## src/rtl/dmem_addr_pkg.sv

```systemverilog
package dmem_addr_pkg;

    localparam int ADDR_W  = 12;
    localparam int FILE_W  = 8;
    localparam int BANK_W  = ADDR_W - FILE_W;
    localparam int NUM_PTR = 3;
    localparam int PSEL_W  = 2;
    localparam int WSEL_W  = 3;

    typedef logic [ADDR_W-1:0] addr_t;
    typedef logic [BANK_W-1:0] bank_t;
    typedef logic [FILE_W-1:0] file_t;

    typedef enum logic [WSEL_W-1:0] {
        WR_BANK = 3'd0,
        WR_P0LO = 3'd1,
        WR_P0HI = 3'd2,
        WR_P1LO = 3'd3,
        WR_P1HI = 3'd4,
        WR_P2LO = 3'd5,
        WR_P2HI = 3'd6,
        WR_NONE = 3'd7
    } wr_target_e;

    typedef struct packed {
        logic               ind;
        logic [PSEL_W-1:0]  psel;
        logic               banked;
        file_t              f;
    } addr_req_t;

    function automatic logic [WSEL_W-1:0] lo_code(input int idx);
        return WSEL_W'(1 + 2 * idx);
    endfunction

    function automatic logic [WSEL_W-1:0] hi_code(input int idx);
        return WSEL_W'(2 + 2 * idx);
    endfunction

    // Virtual access bank: low half maps to bank 0, high half to the top bank
    function automatic addr_t access_map(input file_t f);
        return f[FILE_W-1] ? {{BANK_W{1'b1}}, f} : {{BANK_W{1'b0}}, f};
    endfunction

endpackage

```

## src/rtl/dmem_bank_reg.sv

```systemverilog
module dmem_bank_reg
    import dmem_addr_pkg::*;
(
    input  logic  clk,
    input  logic  rst,
    input  logic  load,
    input  bank_t din,
    output bank_t q
);
    always_ff @(posedge clk) begin
        if (rst)
            q <= '0;
        else if (load)
            q <= din;
    end
endmodule

```

## src/rtl/dmem_ptr_reg.sv

```systemverilog
module dmem_ptr_reg
    import dmem_addr_pkg::*;
(
    input  logic  clk,
    input  logic  rst,
    input  logic  wr_lo,
    input  logic  wr_hi,
    input  file_t wr_data,
    input  logic  inc,
    output addr_t q
);
    always_ff @(posedge clk) begin
        if (rst)
            q <= '0;
        else if (wr_lo)
            q <= {q[ADDR_W-1:FILE_W], wr_data};
        else if (wr_hi)
            q <= {wr_data[BANK_W-1:0], q[FILE_W-1:0]};
        else if (inc)
            q <= q + addr_t'(1);
    end
endmodule

```

## src/rtl/dmem_addr_mux.sv

```systemverilog
module dmem_addr_mux
    import dmem_addr_pkg::*;
(
    input  addr_req_t               req,
    input  bank_t                   bank,
    input  addr_t [NUM_PTR-1:0]     ptrs,
    output addr_t                   addr
);
    always_comb begin
        addr = '0;
        if (req.ind) begin
            for (int i = 0; i < NUM_PTR; i++)
                if (req.psel == PSEL_W'(i))
                    addr = ptrs[i];
        end else if (req.banked) begin
            addr = {bank, req.f};
        end else begin
            addr = access_map(req.f);
        end
    end
endmodule

```

## src/rtl/dmem_addr_unit.sv

```systemverilog
module dmem_addr_unit
    import dmem_addr_pkg::*;
(
    input  logic        clk,
    input  logic        rst,
    input  logic [7:0]  file_fld,
    input  logic        banked,
    input  logic        ind_en,
    input  logic [1:0]  ind_ptr,
    input  logic        post_inc,
    input  logic        wr_en,
    input  logic [2:0]  wr_sel,
    input  logic [7:0]  wr_data,
    output logic [11:0] eff_addr,
    output logic [3:0]  bank_q,
    output logic [11:0] ptr0_q,
    output logic [11:0] ptr1_q,
    output logic [11:0] ptr2_q
);
    addr_t [NUM_PTR-1:0] ptrs;
    addr_req_t           req;
    bank_t               bank;

    dmem_bank_reg u_bank (
        .clk  (clk),
        .rst  (rst),
        .load (wr_en && wr_sel == WR_BANK),
        .din  (wr_data[BANK_W-1:0]),
        .q    (bank)
    );

    for (genvar g = 0; g < NUM_PTR; g++) begin : g_ptr
        logic step;
        assign step = ind_en && post_inc && (ind_ptr == PSEL_W'(g));
        dmem_ptr_reg u_ptr (
            .clk     (clk),
            .rst     (rst),
            .wr_lo   (wr_en && wr_sel == lo_code(g)),
            .wr_hi   (wr_en && wr_sel == hi_code(g)),
            .wr_data (wr_data),
            .inc     (step),
            .q       (ptrs[g])
        );
    end

    assign req = '{ind: ind_en, psel: ind_ptr, banked: banked, f: file_fld};

    dmem_addr_mux u_mux (
        .req  (req),
        .bank (bank),
        .ptrs (ptrs),
        .addr (eff_addr)
    );

    assign bank_q = bank;
    assign ptr0_q = ptrs[0];
    assign ptr1_q = ptrs[1];
    assign ptr2_q = ptrs[2];
endmodule

```

## config.mk

```make
export PLATFORM = sky130hd
export DESIGN_NAME = dmem_addr_unit
export DESIGN_NICKNAME = d
export VERILOG_FILES = /design/src/rtl/dmem_addr_pkg.sv /design/src/rtl/dmem_bank_reg.sv /design/src/rtl/dmem_ptr_reg.sv /design/src/rtl/dmem_addr_mux.sv /design/src/rtl/dmem_addr_unit.sv
export SDC_FILE = /design/constraint.sdc
export NUM_CORES = 1
export LEC_CHECK = 0
export BUFFER_PORTS_ARGS = -buffer_cell sky130_fd_sc_hd__buf_2
export CORE_MARGIN = 3
export CORE_UTILIZATION = 53
export CTS_CLUSTER_DIAMETER = 30
export CTS_CLUSTER_SIZE = 16
export DETAILED_ROUTE_END_ITERATION = 16
export PLACE_DENSITY = 0.8
export SLEW_MARGIN = 10
export SYNTH_ARGS = -nofsm -noshare
export SYNTH_HDL_FRONTEND = slang
export SYNTH_SLANG_ARGS = --single-unit
```

## constraint.sdc

```tcl
create_clock -name clk -period 3.4 [get_ports clk]
set_clock_uncertainty 0.2 [all_clocks]
set_input_delay 1.02 -clock clk [delete_from_list [all_inputs] [get_ports clk]]
set_output_delay 1.02 -clock clk [all_outputs]
set_load 0.01 [all_outputs]
```

==> qor.csv <==
stage;metric;value;unit
grt;total gr overflow;0;
finish;register area;800.8;um^2
min_path;type of the worst min-delay path;reg2reg;
worst_setup_path;CP max stage delay;0.31;ns
grt;global-route wire length before repair;16060;um
die;die span in x;80.85;um
logic_synthesis;Synthesis Warnings;0;
finish;Multi-input gate area;2009;um^2
worst_setup_path;Arrival @ worst endpoint;2.12;ns
finish;fillers;469;
clock_network;Clock transition at path regs;0.08;ns
die;Core Area;5270;um^2
worst_setup_path;top cell family by delay on the critical path;buffers and inverters;
logic_synthesis;Post-synth ARST share;0;
route;WL/cell;19.19;um
grt;Global Route Usage Sum;0.3108;
clock_network;Skew-Pair Late Insertion Delay;0.30;ns
timing;RSZ-0062 raised after global routing;no;
route;post-route DRC violation count;0;
route;Initial DRT Pass Iterations;5;
finish;leading cell types in the layout, fill and taps excluded;78 x buf_2, 54 x a21oi_1, 40 x dfxtp_1, 38 x nor2_1, 29 x o21ai_0;
timing;worst slew pin tran;0.6533;ns
route;final antenna-violating net count;0;
placement;input/output buffers;78;
clock_network;CTS sink count;40;
route;Starting DRT DRC Count;368;
worst_setup_path;Worst Path Max Fanout;18;
logic_synthesis;Post-Syn Area;2969;um^2
finish;Ant. Diodes;0;
logic_synthesis;xor/xnor share of the synthesized area;0.002950;
timing;Max Fclk;299.8;MHz
finish;Nets;484;
route;WL final;10080;um
finish;most common cell after layout, fill and taps aside;buf_2;
worst_setup_path;WP buf/inv;3;
power;Leakage Power;0.001401;uW
grt;initial antenna violation count;0;
timing;Final setup viols;0;
finish;fin util;0.6617;
placement;routability cong.;0.9217;
worst_setup_path;Setup crit start kind;input pin;
timing;crit path time final;3.336;ns
clock_network;CTS tree;built;
placement;dpl cells;517;
timing;max_slew headroom;0.5640;
finish;layout cells sized above 1;0.2198;
power;pwr/cell area;324.5;nW/um^2
die;Ports;79;
clock_network;postcts setup bufs;0;
logic_synthesis;Post-Syn Nets;425;
worst_setup_path;crit-path cells;buf_2 > buf_12 > mux2i_1 > nor2_1 > a21oi_1 > a21oi_1 > buf_2;
die;die area;6536;um^2
clock_network;H-tree lvl count;2;
logic_synthesis;Top FF cell, synth;dfxtp_1;
worst_setup_path;CP Data Required Time;2.18;ns
finish;Area Overhead vs Synth;17.45;%
placement;hpwl dp;7001;um
logic_synthesis;Synth Area in Adders;0.01264;
timing;fin. max-slew vios;0;
finish;Finished Layout Cells;525;
logic_synthesis;register bit total from synthesis;40;
timing;Hold Vio Cnt, Final;0;
logic_synthesis;EDFF count, synth;0;
route;Vias/cell;6.790;
power;VDD IR max;0.1441;mV
logic_synthesis;mux cell area share after synthesis;0.06448;
grt;largest net degree at the start of global routing;31;
logic_synthesis;sequential share of the synthesized area;0.2697;
timing;final period utilization;0.9812;
timing;setup slack after layout;0.06391;ns
logic_synthesis;Yosys cell types;55;
worst_setup_path;CP Capture Type;output port;
worst_setup_path;CP Class;in2out;
logic_synthesis;main combinational cell family by area after synthesis;compound AO/OA/AOI/OAI gates;
clock_network;total CTS buffers;5;
logic_synthesis;Post-Synthesis Cells;395;
logic_synthesis;mean post-synth cell area;7.517;um^2
clock_network;root buf cell;clkbuf_8;
logic_synthesis;compound-gate portion of the synthesized area;0.3114;
run_status;status;finished clean;
placement;pre-CTS setup slack;-0.06467;ns
clock_network;clk buf depth;2;
grt;vias in the first global route;3180;
worst_setup_path;Worst path slowest cell;mux2i_1;
timing;WHS;0.3008;ns
die;Die Y;80.85;um
route;DR vias;3565;
die;starting density of the core;0.5634;
logic_synthesis;simple-gate portion of the synthesized area;0.2845;
die;row cnt;26;
flow_run;max-cap check violation count;0;
==> metal layers <==
layer  GRT usage  wire length, um
met2      0.4811             4440
met3     0.07095             1177
met4      0.1284              341
met5           0                0
met1      0.4153             4117
==> worst paths after layout <==
| path | from | endpoint | slack [ns] | depth (start not counted) |
|---|---|---|---|---|
| max | ind_ptr[0] | eff_addr[11] | 0.06 | 7 |
| min | g_ptr[0].u_ptr.q[11] | g_ptr[0].u_ptr.q[11] | 0.30 | 2 |
| max reg2reg | g_ptr[1].u_ptr.q[0] | g_ptr[1].u_ptr.q[8] | 1.42 | 5 |
| min reg2reg | g_ptr[0].u_ptr.q[11] | g_ptr[0].u_ptr.q[11] | 0.30 | 2 |
==> where the power goes <==
| group | internal, uW | switching, uW | total (uW) |
|---|---|---|---|
| sequential | 480 | 20.6 | 501 |
| clock | 259 | 177 | 436 |
| combinational | 74.1 | 120 | 194 |
| total | 814 | 318 | 1130 |
==> cell families (layout without fill, tap and decap cells) <==
group           Yosys count  count (layout)
xor+xnor                  1               1
buf+inv                  36              96
simple gates            148             148
flops                    40              40
mux                      19              19
fa+ha+maj                 3               3
compound gates          148             148
==> worst reg2reg max path, stage by stage (launching register included) <==
cell	delay, ns
dfxtp_1	0.47
ha_1	0.25
and4_1	0.33
nand4_1	0.17
a21o_1	0.22
a32o_1	0.24
==> registers in the layout, indices dropped and copies added, names as in the netlist <==
name,flops
g_ptr.u_ptr.q,36
u_bank.q,4
==> stage by stage <==
| step | total power [uW] | setup TNS, ns | cell area (um^2) |
|---|---|---|---|
| floorplan | 622.1 | 0 | 2969 |
| global placement | 695.6 | -0.05359 | 3358 |
| detailed placement | 698.8 | -0.3981 | 3358 |
| CTS | 1132 | 0 | 3487 |
| global route | 1169 | 0 | 3487 |
| finish | 1131 | 0 | 3487 |
==> synth_stat cells (5+ instances only) <==
| master | n | share of area |
|---|---|---|
| a21oi_1 | 54 | 0.091 |
| dfxtp_1 | 40 | 0.27 |
| nor2_1 | 38 | 0.048 |
| o21ai_0 | 29 | 0.049 |
| nand2_1 | 25 | 0.032 |
| mux2i_1 | 18 | 0.061 |
| clkbuf_1 | 16 | 0.020 |
| buf_2 | 14 | 0.024 |
| nand4_1 | 12 | 0.025 |
| and2_1 | 11 | 0.023 |
| nor3_1 | 11 | 0.019 |
| nand3_1 | 8 | 0.013 |
| o22ai_1 | 8 | 0.017 |
| a211oi_1 | 7 | 0.018 |
| and3_1 | 7 | 0.015 |
| nand4b_1 | 7 | 0.021 |
| a22oi_1 | 5 | 0.013 |
| o211ai_1 | 5 | 0.013 |
| o31a_1 | 5 | 0.015 |
| o31ai_1 | 5 | 0.013 |
| o32ai_1 | 5 | 0.015 |
==> what timing repair did <==
item / CTS / global route
hold buffers: 0 / 0
endpoints found under the setup margin: 12 / 0
gates resized for setup: 1 / 0
==> cell type report <==
cell class              count  share of cell area
clock inverters             1            0.008611
inverters                   4            0.004306
flip-flops and latches     40              0.2296
clock buffers               7             0.02763
well taps                  70             0.02512
multi-input cells         319              0.5762
repair buffers             84              0.1285
(Power assumes the default switching activity.)
